[config.mk]
export PLATFORM = sky130hd
export DESIGN_NAME = tr_sample_packer
export DESIGN_NICKNAME = d
export VERILOG_FILES = /design/src/rtl/tp_pkg.sv /design/src/rtl/tp_sample_fmt.sv /design/src/rtl/tp_word_acc.sv /design/src/rtl/tp_out_reg.sv /design/src/rtl/tr_sample_packer.sv
export SDC_FILE = /design/constraint.sdc
export NUM_CORES = 1
export LEC_CHECK = 0
export ABC_AREA = 1
export BUFFER_PORTS_ARGS = -buffer_cell sky130_fd_sc_hd__buf_4
export CAP_MARGIN = 40
export CORE_MARGIN = 2
export CORE_UTILIZATION = 55
export CTS_CLUSTER_SIZE = 25
export DETAILED_ROUTE_END_ITERATION = 10
export MAX_ROUTING_LAYER = met4
export PLACE_DENSITY = 0.76
export SYNTH_ARGS = -nofsm -noshare
export SYNTH_HDL_FRONTEND = slang
export SYNTH_SLANG_ARGS = --single-unit
[constraint.sdc]
create_clock -name clk -period 3.3 [get_ports clk]
set_clock_uncertainty 0.2 [all_clocks]
set_input_delay 0.165 -clock clk [delete_from_list [all_inputs] [get_ports clk]]
set_output_delay 0.165 -clock clk [all_outputs]
set_load 0.01 [all_outputs]
[src/rtl/tp_pkg.sv]
package tp_pkg;
  localparam int STAT_W = 3;

  typedef enum logic [1:0] {
    PW_NARROW = 2'd0,
    PW_MID    = 2'd1,
    PW_WIDE   = 2'd2,
    PW_MUX    = 2'd3
  } port_width_e;

  // samples packed into one RAM word
  function automatic logic [1:0] slots_for(port_width_e m);
    case (m)
      PW_NARROW: return 2'd3;
      PW_MID:    return 2'd2;
      default:   return 2'd1;
    endcase
  endfunction

  // bits per slot: status + packet + sync
  function automatic logic [4:0] slot_bits_for(port_width_e m);
    case (m)
      PW_NARROW: return 5'd8;
      PW_MID:    return 5'd12;
      default:   return 5'd20;
    endcase
  endfunction
endpackage

[src/rtl/tp_sample_fmt.sv]
module tp_sample_fmt
  import tp_pkg::*;
#(
  parameter int          PKT_W     = 16,
  parameter logic [2:0]  TRIG_CODE = 3'b110,
  localparam int         FIELD_W   = PKT_W + STAT_W + 1
) (
  input  port_width_e        mode,
  input  logic [2:0]         stat,
  input  logic [PKT_W-1:0]   pkt,
  input  logic               sync,
  input  logic               trig,
  output logic [FIELD_W-1:0] field
);
  localparam int NVAR = 3;

  // one formatter per supported port width; packet width 4 << g
  for (genvar g = 0; g < NVAR; g++) begin : g_var
    localparam int PW = 4 << g;
    logic [PW-1:0]      p;
    logic [FIELD_W-1:0] f;
    always_comb begin
      p = pkt[PW-1:0];
      if (trig) p[2:0] = stat;
      f = '0;
      f[STAT_W-1:0]    = trig ? TRIG_CODE : stat;
      f[STAT_W +: PW]  = p;
      f[STAT_W + PW]   = sync;
    end
  end

  always_comb begin
    case (mode)
      PW_NARROW: field = g_var[0].f;
      PW_MID:    field = g_var[1].f;
      PW_WIDE:   field = g_var[2].f;
      default:   field = '0;
    endcase
  end
endmodule

[src/rtl/tp_word_acc.sv]
module tp_word_acc
  import tp_pkg::*;
#(
  parameter int WORD_W  = 24,
  parameter int FIELD_W = 20
) (
  input  logic              clk,
  input  logic              rst_n,
  input  port_width_e       mode,
  input  logic              clear,
  input  logic              take,
  input  logic [FIELD_W-1:0] field,
  output logic [1:0]        slot,
  output logic              last,
  output logic [WORD_W-1:0] acc,
  output logic [WORD_W-1:0] merged
);
  localparam int POS_W = $clog2(WORD_W) + 1;

  logic [POS_W-1:0] pos;

  always_comb begin
    pos    = POS_W'(slot) * POS_W'(slot_bits_for(mode));
    merged = acc | (WORD_W'(field) << pos);
    last   = (slot == slots_for(mode) - 2'd1);
  end

  always_ff @(posedge clk or negedge rst_n) begin
    if (!rst_n) begin
      slot <= '0;
      acc  <= '0;
    end else if (clear) begin
      slot <= '0;
      acc  <= '0;
    end else if (take) begin
      if (last) begin
        slot <= '0;
        acc  <= '0;
      end else begin
        slot <= slot + 2'd1;
        acc  <= merged;
      end
    end
  end

  assert_slot_range_R1: assert property (@(posedge clk) disable iff (!rst_n)
    slot < slots_for(mode));
endmodule

[src/rtl/tp_out_reg.sv]
module tp_out_reg #(
  parameter int WORD_W = 24
) (
  input  logic              clk,
  input  logic              rst_n,
  input  logic              push,
  input  logic [WORD_W-1:0] word,
  input  logic              out_ready,
  output logic              out_valid,
  output logic [WORD_W-1:0] out_word,
  output logic              free
);
  assign free = !out_valid || out_ready;

  always_ff @(posedge clk or negedge rst_n) begin
    if (!rst_n) begin
      out_valid <= 1'b0;
      out_word  <= '0;
    end else if (push) begin
      out_valid <= 1'b1;
      out_word  <= word;
    end else if (out_ready) begin
      out_valid <= 1'b0;
    end
  end

  assert_word_hold_R7: assert property (@(posedge clk) disable iff (!rst_n)
    out_valid && !out_ready |=> out_valid && $stable(out_word));

  assert_no_overwrite_R7: assert property (@(posedge clk) disable iff (!rst_n)
    out_valid && !out_ready |-> !push);
endmodule

[src/rtl/tr_sample_packer.sv]
module tr_sample_packer
  import tp_pkg::*;
#(
  parameter int         PKT_W     = 16,
  parameter int         WORD_W    = 24,
  parameter logic [2:0] TRIG_CODE = 3'b110
) (
  input  logic              clk,
  input  logic              rst_n,
  input  logic              cap_en,
  input  logic [1:0]        port_mode,
  input  logic              flush,
  input  logic              s_valid,
  output logic              s_ready,
  input  logic [2:0]        s_stat,
  input  logic [PKT_W-1:0]  s_packet,
  input  logic              s_sync,
  input  logic              s_trig,
  output logic              w_valid,
  input  logic              w_ready,
  output logic [WORD_W-1:0] w_data,
  output logic              empty
);
  localparam int FIELD_W = PKT_W + STAT_W + 1;

  port_width_e          mode_q;
  port_width_e          mode_in;
  logic                 mode_chg;
  logic                 mode_ok;
  logic [FIELD_W-1:0]   field;
  logic [1:0]           slot;
  logic                 last;
  logic [WORD_W-1:0]    acc;
  logic [WORD_W-1:0]    merged;
  logic                 free;
  logic                 take;
  logic                 flush_emit;
  logic                 push;
  logic                 clear;
  logic [WORD_W-1:0]    push_word;

  assign mode_in = port_width_e'(port_mode);

  always_ff @(posedge clk or negedge rst_n) begin
    if (!rst_n) mode_q <= PW_NARROW;
    else        mode_q <= mode_in;
  end

  always_comb begin
    mode_chg   = (mode_in != mode_q);
    mode_ok    = (mode_q != PW_MUX);
    s_ready    = cap_en && mode_ok && !flush && !mode_chg && (!last || free);
    take       = s_valid && s_ready;
    flush_emit = flush && !mode_chg && (slot != 2'd0) && free;
    push       = (take && last) || flush_emit;
    push_word  = flush_emit ? acc : merged;
    clear      = mode_chg || flush_emit;
    empty      = (slot == 2'd0) && !w_valid;
  end

  tp_sample_fmt #(.PKT_W(PKT_W), .TRIG_CODE(TRIG_CODE)) fmt_i (
    .mode(mode_q), .stat(s_stat), .pkt(s_packet), .sync(s_sync),
    .trig(s_trig), .field(field)
  );

  tp_word_acc #(.WORD_W(WORD_W), .FIELD_W(FIELD_W)) acc_i (
    .clk(clk), .rst_n(rst_n), .mode(mode_q), .clear(clear), .take(take),
    .field(field), .slot(slot), .last(last), .acc(acc), .merged(merged)
  );

  tp_out_reg #(.WORD_W(WORD_W)) out_i (
    .clk(clk), .rst_n(rst_n), .push(push), .word(push_word),
    .out_ready(w_ready), .out_valid(w_valid), .out_word(w_data), .free(free)
  );

  assert_idle_R6: assert property (@(posedge clk) disable iff (!rst_n)
    (!cap_en || flush) |-> !s_ready);

  assert_reject_mux_R5: assert property (@(posedge clk) disable iff (!rst_n)
    (port_mode == 2'd3) |-> !s_ready);

  assert_mode_reset_R9: assert property (@(posedge clk) disable iff (!rst_n)
    mode_chg |=> (slot == 2'd0));

  assert_empty_R10: assert property (@(posedge clk) disable iff (!rst_n)
    empty |-> !w_valid);
endmodule

==> impl_metrics.tcl, run 1 <==
set metrics [dict create \
    startpoint_type "flip-flop" \
    worst_pin_slew_ns 0.673 \
    dieArea_um2 6890 \
    vias 3214 \
    dr.pass1.iters 5 \
    synthXorXnorAreaFrac_pct 0.802 \
    cp_max_fo 14 \
    cts_tree "done" \
    clk_path_buf_depth 2 \
    coreArea_um2 5990 \
    reg2reg_slack_ns 0.38 \
    p_per_area_nw_per_um2 508 \
    min_period_ns 2.92 \
    synth_top_family_by_area "simple AND/OR/NAND/NOR gates" \
    numCtsBuffers 5 \
    htree_levels 2 \
    ys.flop_type "dfrtp_1" \
    yosysMostFrequentCell "nand2_1" \
    syn_area_um2 3430 \
    ir_drop_mv 0.355 \
    start_util_pct 57.3 \
    viasPerCell 5.38 \
    dp_cells 585 \
    gp_congestion 0.936 \
    cap_viol_max_count 0 \
    cts_resized 0 \
    synth.area.mux_share_pct 0 \
    fmax_mhz 343 \
    grt_setup_unrepaired "false" \
    grt_pass1_wl_um 15600 \
    drt-total-wl_um 9290 \
    grt_pass1_vias 3178 \
    path_class "flip-flop to flip-flop" \
    min_from "s_valid" \
    yosys.area_share.simple_pct 38.3 \
    insertion_delay_ns 0.31 \
    grt_overflow 0 \
    yosys.area.top_type "dfrtp_1" \
    r2r_end "out_i.out_word[13]" \
    fin_crit_sh_pct 88.4 \
    end_kind "flip-flop" \
    avgSynthCellArea_um2 7.23 \
    slew_headroom_pct 55.1 \
    synthTopCellsByArea "dfrtp_1 39%, nand2_1 17%, nand3_1 7.1%" \
    hpwl_um 6860 \
    grt_max_degree 54 \
    post_cts_buffers 0 \
    routedWlPerCell_um 15.6 \
    syn_nets 507 \
    ys_warn_count 0 \
    post-route-drc-count 0 \
    synth_commonest_cells "154 x nand2_1, 53 x dfrtp_1, 49 x nand3_1, 42 x inv_1, 40 x nor2_1" \
    r2r_start "mode_q[1]" \
    post-route-util_pct 65.6 \
    num_antenna_cells 0 \
    seq_area_frac_synth_pct 38.6 \
    first_iter_violations 205 \
    rows 28 \
    setup_tns_ns 0 \
    grt_antenna_before_repair 0 \
    holdPathEnd "acc_i.acc[14]" \
    setup_viol 0 \
    dpl_cell_area_um2 3770 \
    cts.clk_slew.worst_paths_ns 0.11 \
    ioPinCount 56 \
    holdPathStages 4 \
    area_delta_synth_final_pct 14.4 \
    hold_buffers 4 \
    synth_compound_area_share_pct 10.3 \
    leakagePower_nw 2.09 \
    fillers 561 \
    synth_top_area_share_pct 38.6 \
    synth-edff-count 0 \
    maxSlewViolCount 0 \
    hold_violations 0 \
    reg2regPathDepth 15 \
    post-route-cell-area_um2 3930 \
    syn_inst 475 \
    ys_seq_elements 53 \
    die_width_um 83.0 \
    cts.sinks 53 \
    worstPathRequired_ns 3.36 \
    status "completed" \
    critPathArrivalTime_ns 2.98 \
    cts-root-buf "clkbuf_8" \
    ys_types 32 \
    grtUsageTotal_pct 28.9 \
    synthAdderAreaFrac_pct 1.09 \
    drive_gt1_share_pct 21.6 \
    drtAntennaViolNets 0 \
    die_h_um 83.0 \
    instances_no_fill 597 \
    final_nets 553 \
    async_reset_ff_share_pct 100 \
    portBuffers 55 \
    hp-class "input port to flip-flop" \
]
-- cell families after synthesis --
group,Yosys count
AND/OR/NAND/NOR,286
XOR/XNOR,1
flip-flops,53
adder cells (fa/ha/maj),3
AO/OA/AOI/OAI,62
buffers and inverters,70
-- per-layer routing --
metal | track usage [%] | vias up | wire, um
li1 | - | 1601 | -
met1 | 35.4 | 1517 | 4040
met2 | 49.6 | 81 | 4730
met3 | 4.37 | 15 | 346
met4 | 8.49 | 0 | 172
met5 | - | - | 0
-- per-stage QoR --
step	setup slack (ns)	hold WS [ns]	power, mW
6_report	0.384	0.0639	1.99
2_1_floorplan	1.03	-0.331	1.25
5_1_grt	0.135	0.0668	2.11
4_1_cts	0.410	0.0553	2.00
3_3_place_gp	0.541	0.0399	1.52
3_5_place_dp	0.443	0.0452	1.54
-- how the worst max path moves through the flow --
stage,start,to,slack [ns]
floorplan,acc_i.slot[0],out_i.out_word[12],1.03
global placement,mode_q[0],out_i.out_word[13],0.54
detailed placement,mode_q[1],out_i.out_word[13],0.44
CTS,mode_q[1],out_i.out_word[13],0.41
global route,mode_q[1],out_i.out_word[13],0.14
finish,mode_q[1],out_i.out_word[13],0.38
-- critical path, cell delays in order (launching register included) --
cell and delay, ns:
dfrtp_1 0.56, inv_8 0.15, nand2_8 0.07, nand2_2 0.06, inv_1 0.04, ha_1 0.18, ha_1 0.35, inv_1 0.17
nand2_2 0.22, inv_1 0.34, nand2_1 0.12, nor2_2 0.14, nand2_1 0.06, nand2_1 0.08, nand2_1 0.05, nand2_1 0.07
-- sequential cells by signal, summed over array words and instances (netlist names) --
register	flops
out_i.out_valid	1
acc_i.acc	24
acc_i.slot	2
out_i.out_word	24
mode_q	2
-- cells in the final DEF, fill, tap and decap left out, types with 2 or more instances in the layout --
cell / count
nand2_1: 154
buf_4: 58
dfrtp_1: 53
nand3_1: 49
inv_1: 42
nor2_1: 40
a21oi_1: 31
o21ai_0: 14
nand2_2: 11
nand4_1: 8
a21oi_2: 8
nand3_2: 6
nor2_2: 5
o21ai_1: 5
clkbuf_8: 5
dlygate4sd3_1: 4
inv_2: 3
nor2_4: 3
o21ai_2: 3
ha_1: 3
nand3b_1: 2
nand2_4: 2
nor3_1: 2
-- report_power, final --
part | switching, mW | internal (mW)
combinational | 0.394 | 0.294
clock | 0.233 | 0.228
sequential | 0.0735 | 0.770
-- cell type report --
type | count | area (um^2) | area share, %
multi-input combinational | 352 | 1730 | 44.1
clock inverter | 3 | 43.8 | 1.12
sequential | 53 | 1330 | 33.8
tap | 75 | 93.8 | 2.39
inverter | 47 | 186 | 4.75
clock buffer | 5 | 68.8 | 1.75
timing repair buffer | 62 | 475 | 12.1
No activity file was read; power rests on OpenSTA's default activity.
==> inputs of run 2 (changes only) <==
--- a/config.mk
+++ b/config.mk
@@ -12,7 +12,6 @@
 export CORE_UTILIZATION = 55
 export CTS_CLUSTER_SIZE = 25
 export DETAILED_ROUTE_END_ITERATION = 10
-export MAX_ROUTING_LAYER = met4
 export PLACE_DENSITY = 0.76
 export SYNTH_ARGS = -nofsm -noshare
 export SYNTH_HDL_FRONTEND = slang
==> impl_metrics.tcl, run 2 (synthesized netlist as in run 1, its figures left out) <==
set metrics [dict create \
    hold_buffers 4 \
    portBuffers 55 \
    startpoint_type "flip-flop" \
    crit_top_cell "nand2_1" \
    grt_pass1_wl_um 15400 \
    grt_pass1_vias 3152 \
    start_util_pct 57.3 \
    grtUsageTotal_pct 27.4 \
    final_common_cell "nand2_1" \
    p_per_area_nw_per_um2 495 \
    drive_gt1_share_pct 21.6 \
    layout_common_cells "154 x nand2_1, 58 x buf_4, 53 x dfrtp_1" \
    grt_overflow 0 \
    reg2regPathDepth 15 \
    cts-root-buf "clkbuf_8" \
    viasPerCell 5.34 \
    min_period_ns 3.00 \
    numCtsBuffers 5 \
    dieArea_um2 6890 \
    slowest_stage "dfrtp_1" \
    rows 28 \
    cp_max_fo 14 \
    post-route-drc-count 0 \
    final_nets 553 \
    finalHoldWorstSlack_ns 0.0454 \
    die_width_um 83.0 \
    grt_antenna_before_repair 0 \
    cts_resized 0 \
    holdPathStages 4 \
    crit_family "buffers and inverters" \
    maxSlewViolCount 0 \
    ioPinCount 56 \
    clk_path_buf_depth 2 \
    slew_headroom_pct 55.8 \
    post_cts_buffers 0 \
    worst_pin_slew_ns 0.663 \
    setup_tns_ns 0 \
    cts_tree "done" \
    status "completed" \
    cts.sinks 53 \
    grt_max_degree 54 \
    reg_top3 "acc_i.acc (24), out_i.out_word (24)" \
    setup_ws_ns 0.297 \
    hpwl_um 6630 \
    setup_viol 0 \
    drt-total-wl_um 8960 \
    htree_levels 2 \
    critPathArrivalTime_ns 3.07 \
    hp-class "input port to flip-flop" \
    vias 3189 \
    slowest_delay_ns 0.57 \
    end_kind "flip-flop" \
    cap_viol_max_count 0 \
    die_h_um 83.0 \
    hold_violations 0 \
    insertion_delay_ns 0.32 \
    gp_congestion 0.889 \
    num_antenna_cells 0 \
    leakagePower_nw 2.08 \
    path_depth 15 \
    cp_cell_sequence "inv_8 -> nand2_8 -> nand2_2 -> inv_1 -> ha_1 -> ha_1 -> inv_1 -> nand2_2 -> inv_1 -> nand2_1 -> a21oi_1 -> nand2_1 -> nand2_1 -> nand2_1 -> nand2_1" \
    grt_setup_unrepaired "false" \
    pre_cts_ws_ns 0.381 \
    first_iter_violations 238 \
    drtAntennaViolNets 0 \
    ir_drop_mv 0.371 \
    area_delta_synth_final_pct 14.0 \
    dr.pass1.iters 5 \
    path_class "flip-flop to flip-flop" \
    coreArea_um2 5990 \
    worstPathRequired_ns 3.37 \
    critPathBufInv 4 \
    fin_crit_sh_pct 91.0 \
    cts.clk_slew.worst_paths_ns 0.11 \
    post-route-util_pct 65.3 \
    fmax_mhz 333 \
    routedWlPerCell_um 15.0 \
]
-- run 2: cell types whose count changed in the layout (fill, tap and decap cells not counted), sizes merged --
cell / change
bufinv: -1
inv: +1
-- run 2: final timing paths --
| check | start | endpoint | slack, ns |
|---|---|---|---|
| hold reg to reg | out_i.out_word[7] | out_i.out_word[7] | 0.29 |
| setup reg to reg | mode_q[1] | out_i.out_word[9] | 0.30 |
| setup / recovery | mode_q[1] | out_i.out_word[9] | 0.30 |
| max in group asynchronous | rst_n | acc_i.acc[14] | 2.25 |
| min in group asynchronous | rst_n | acc_i.acc[19] | 0.21 |
| hold / removal | s_valid | acc_i.acc[14] | 0.05 |
-- run 2: metrics by stage --
step | std cells | area [um^2] | total power, mW
2_1_floorplan | 475 | 3430 | 1.25
3_3_place_gp | 585 | 3770 | 1.52
3_5_place_dp | 585 | 3770 | 1.54
4_1_cts | 597 | 3910 | 1.95
5_1_grt | 597 | 3910 | 2.07
6_report | 597 | 3910 | 1.94
-- run 2: where the power goes --
| part | internal, mW | total [mW] | switching [mW] | leakage [nW] |
|---|---|---|---|---|
| combinational | 0.295 | 0.685 | 0.390 | 1.32 |
| sequential | 0.769 | 0.840 | 0.0709 | 0.713 |
| clock | 0.159 | 0.410 | 0.251 | 0.0506 |
| total | 1.22 | 1.94 | 0.712 | 2.08 |
-- run 2: tightest hold or removal path, cell delays in order --
cell and delay (ns):
buf_4 0.12, nand3_2 0.09, a21o_1 0.11, a21oi_1 0.05
-- run 2: layout make-up --
| cell class | count | area [um^2] |
|---|---|---|
| multi-input cells | 352 | 1730 |
| flip-flops and latches | 53 | 1330 |
| clock buffers | 5 | 68.8 |
| inverters | 47 | 186 |
| well taps | 75 | 93.8 |
| repair buffers | 62 | 475 |
| fillers | 541 | 2080 |
| clock inverters | 3 | 28.8 |
-- run 2: per-layer routing --
layer	wire [um]	track usage [%]	vias up
met1	3980	34.6	1482
met5	0	0	-
met3	409	4.57	11
met4	114	6.41	0
li1	-	-	1600
met2	4460	49.0	96
==> inputs of run 3 (changes only) <==
--- a/config.mk
+++ b/config.mk
@@ -12,7 +12,7 @@
 export CORE_UTILIZATION = 55
 export CTS_CLUSTER_SIZE = 25
 export DETAILED_ROUTE_END_ITERATION = 10
-export PLACE_DENSITY = 0.76
+export PLACE_DENSITY = 0.78
 export SYNTH_ARGS = -nofsm -noshare
 export SYNTH_HDL_FRONTEND = slang
 export SYNTH_SLANG_ARGS = --single-unit
==> impl_metrics.tcl, run 3 (synthesized netlist as in run 1, its figures left out) <==
set metrics [dict create \
    status "completed" \
    power_switching_uw 689 \
    holdPathStages 4 \
    path_class "flip-flop to flip-flop" \
    fin_crit_sh_pct 89.2 \
    final_common_cell "nand2_1" \
    switching_share_pct 36.2 \
    cts-root-buf "clkbuf_8" \
    r2r_end "out_i.out_word[3]" \
    crit_top_cell "inv_1" \
    vias 3185 \
    grt_overflow 0 \
    routedWlPerCell_um 15.0 \
    area_delta_synth_final_pct 13.9 \
    slowest_delay_ns 0.56 \
    cap_viol_max_count 0 \
    reg2reg_slack_ns 0.36 \
    gp_congestion 0.983 \
    wl_met1_um 3980 \
    insertion_delay_ns 0.31 \
    grt_antenna_before_repair 0 \
    coreArea_um2 5990 \
    cts_tree "done" \
    cts.clk_slew.worst_paths_ns 0.10 \
    dieArea_um2 6890 \
    die_h_um 83.0 \
    dp_cells 586 \
    critPathArrivalTime_ns 2.97 \
    htree_levels 2 \
    die_width_um 83.0 \
    crit_family "buffers and inverters" \
    instances_no_fill 598 \
    min_period_ns 2.94 \
    fmax_mhz 340 \
    post-route-drc-count 0 \
    grt_pass1_wl_um 15300 \
    slew_headroom_pct 55.5 \
    first_iter_violations 200 \
    startpoint_type "flip-flop" \
    reg2regPathDepth 13 \
    hpwl_um 6720 \
    dr.pass1.iters 5 \
    post-route-cell-area_um2 3910 \
    final_nets 554 \
    numCtsBuffers 5 \
    p_per_area_nw_per_um2 488 \
    top_layer "met4" \
    viasPerCell 5.33 \
    hold_violations 0 \
    fillers 562 \
    cp_cell_sequence "inv_8 -> nand2_8 -> nand2_2 -> inv_1 -> ha_1 -> ha_1 -> inv_1 -> nand2_2 -> inv_1 -> nand3_1 -> inv_1 -> a21oi_1 -> o21ai_0" \
    slowest_stage "dfrtp_1" \
    layout_common_cells "154 x nand2_1, 59 x buf_4, 53 x dfrtp_1" \
    worstPathRequired_ns 3.33 \
    holdPathEnd "acc_i.acc[14]" \
    num_antenna_cells 0 \
    leakagePower_nw 2.08 \
    drt-total-wl_um 9000 \
    grtUsageTotal_pct 27.1 \
    clk_path_buf_depth 2 \
    grt_setup_unrepaired "false" \
    wl_met3_um 377 \
    critPathBufInv 5 \
    wl_met2_um 4490 \
    end_kind "flip-flop" \
    pwr-share-comb_pct 35.9 \
    p_clk_share_pct 19.9 \
    cts.sinks 53 \
    rows 28 \
    grt_pass1_vias 3193 \
    internal_power_mw 1.22 \
    maxSlewViolCount 0 \
    cts_resized 0 \
    ir_drop_mv 0.334 \
    sequentialPowerShare_pct 44.2 \
    setup_tns_ns 0 \
    dpl_cell_area_um2 3780 \
    min_from "s_valid" \
    r2r_start "mode_q[1]" \
    drive_gt1_share_pct 21.6 \
    hp-class "input port to flip-flop" \
    setup_viol 0 \
    ioPinCount 56 \
    drtAntennaViolNets 0 \
    portBuffers 55 \
    worst_pin_slew_ns 0.667 \
    grt_max_degree 54 \
    reg_top3 "acc_i.acc (24), out_i.out_word (24)" \
    cp_max_fo 14 \
    start_util_pct 57.3 \
]
==> run 3: cell types whose count changed in the layout (fill, tap and decap cells not counted) <==
cell	before	now
buf_4	58	59
inv_8	2	1
clkbuf_1	0	1
clkinv_2	0	1
clkinv_4	1	0
==> run 3: area by class of cell <==
type | count | area, um^2 | share of cell area (%)
tap | 75 | 93.8 | 2.40
clock inverter | 2 | 13.8 | 0.352
multi-input combinational | 352 | 1730 | 44.3
clock buffer | 6 | 72.6 | 1.86
inverter | 47 | 186 | 4.77
timing repair buffer | 63 | 483 | 12.4
sequential | 53 | 1330 | 33.9
==> run 3: routing by layer <==
layer / track usage [%] / up-vias
li1: - / 1603
met1: 35.7 / 1463
met2: 47.1 / 103
met3: 3.48 / 16
met4: 7.15 / 0
met5: 0 / -
==> run 3: worst max-delay path by stage <==
stage                        startpoint            endpoint  slack [ns]  depth (start not counted)
after CTS                     mode_q[0]   out_i.out_word[3]        0.36                         13
after global placement        mode_q[1]  out_i.out_word[20]        0.53                         15
after detailed placement      mode_q[0]   out_i.out_word[3]        0.38                         13
final                         mode_q[1]   out_i.out_word[3]        0.36                         13
after global routing          mode_q[0]        acc_i.acc[9]        0.13                         13
after floorplan           acc_i.slot[0]  out_i.out_word[12]        1.03                         15
==> run 3: worst register-to-register path, delay by kind of cell, from the launching register on <==
kind	cells	cell delay (ns)
compound gates	2	0.26
flops	1	0.56
simple gates	4	0.48
buf+inv	5	0.82
fa+ha+maj	2	0.53
==> run 3: metrics by stage <==
step / total power [mW] / hold slack [ns] / utilization (%) / worst slack, ns
final: 1.91 / 0.0851 / 65.2 / 0.357
after global routing: 2.02 / 0.0859 / 65.2 / 0.127
after CTS: 1.91 / 0.0716 / 65.2 / 0.356
after detailed placement: 1.54 / 0.0425 / 63.1 / 0.376
after global placement: 1.52 / 0.0413 / 63.1 / 0.527
after floorplan: 1.25 / -0.331 / - / 1.03
==> run 3: what timing repair did <==
| item | CTS | global route |
|---|---|---|
| hold buffers | 4 | 0 |
| buffers inserted | 0 | 0 |
| endpoints found under the hold margin | 56 | 0 |
==> run 3: power by group through the flow <==
stage               Combinational, mW  Sequential (mW)  Clock, mW
floorplan                       0.360            0.892          0
global placement                0.673            0.851          0
detailed placement              0.683            0.855          0
CTS                             0.689            0.844      0.382
global route                    0.760            0.860      0.404
finish                          0.685            0.843      0.379
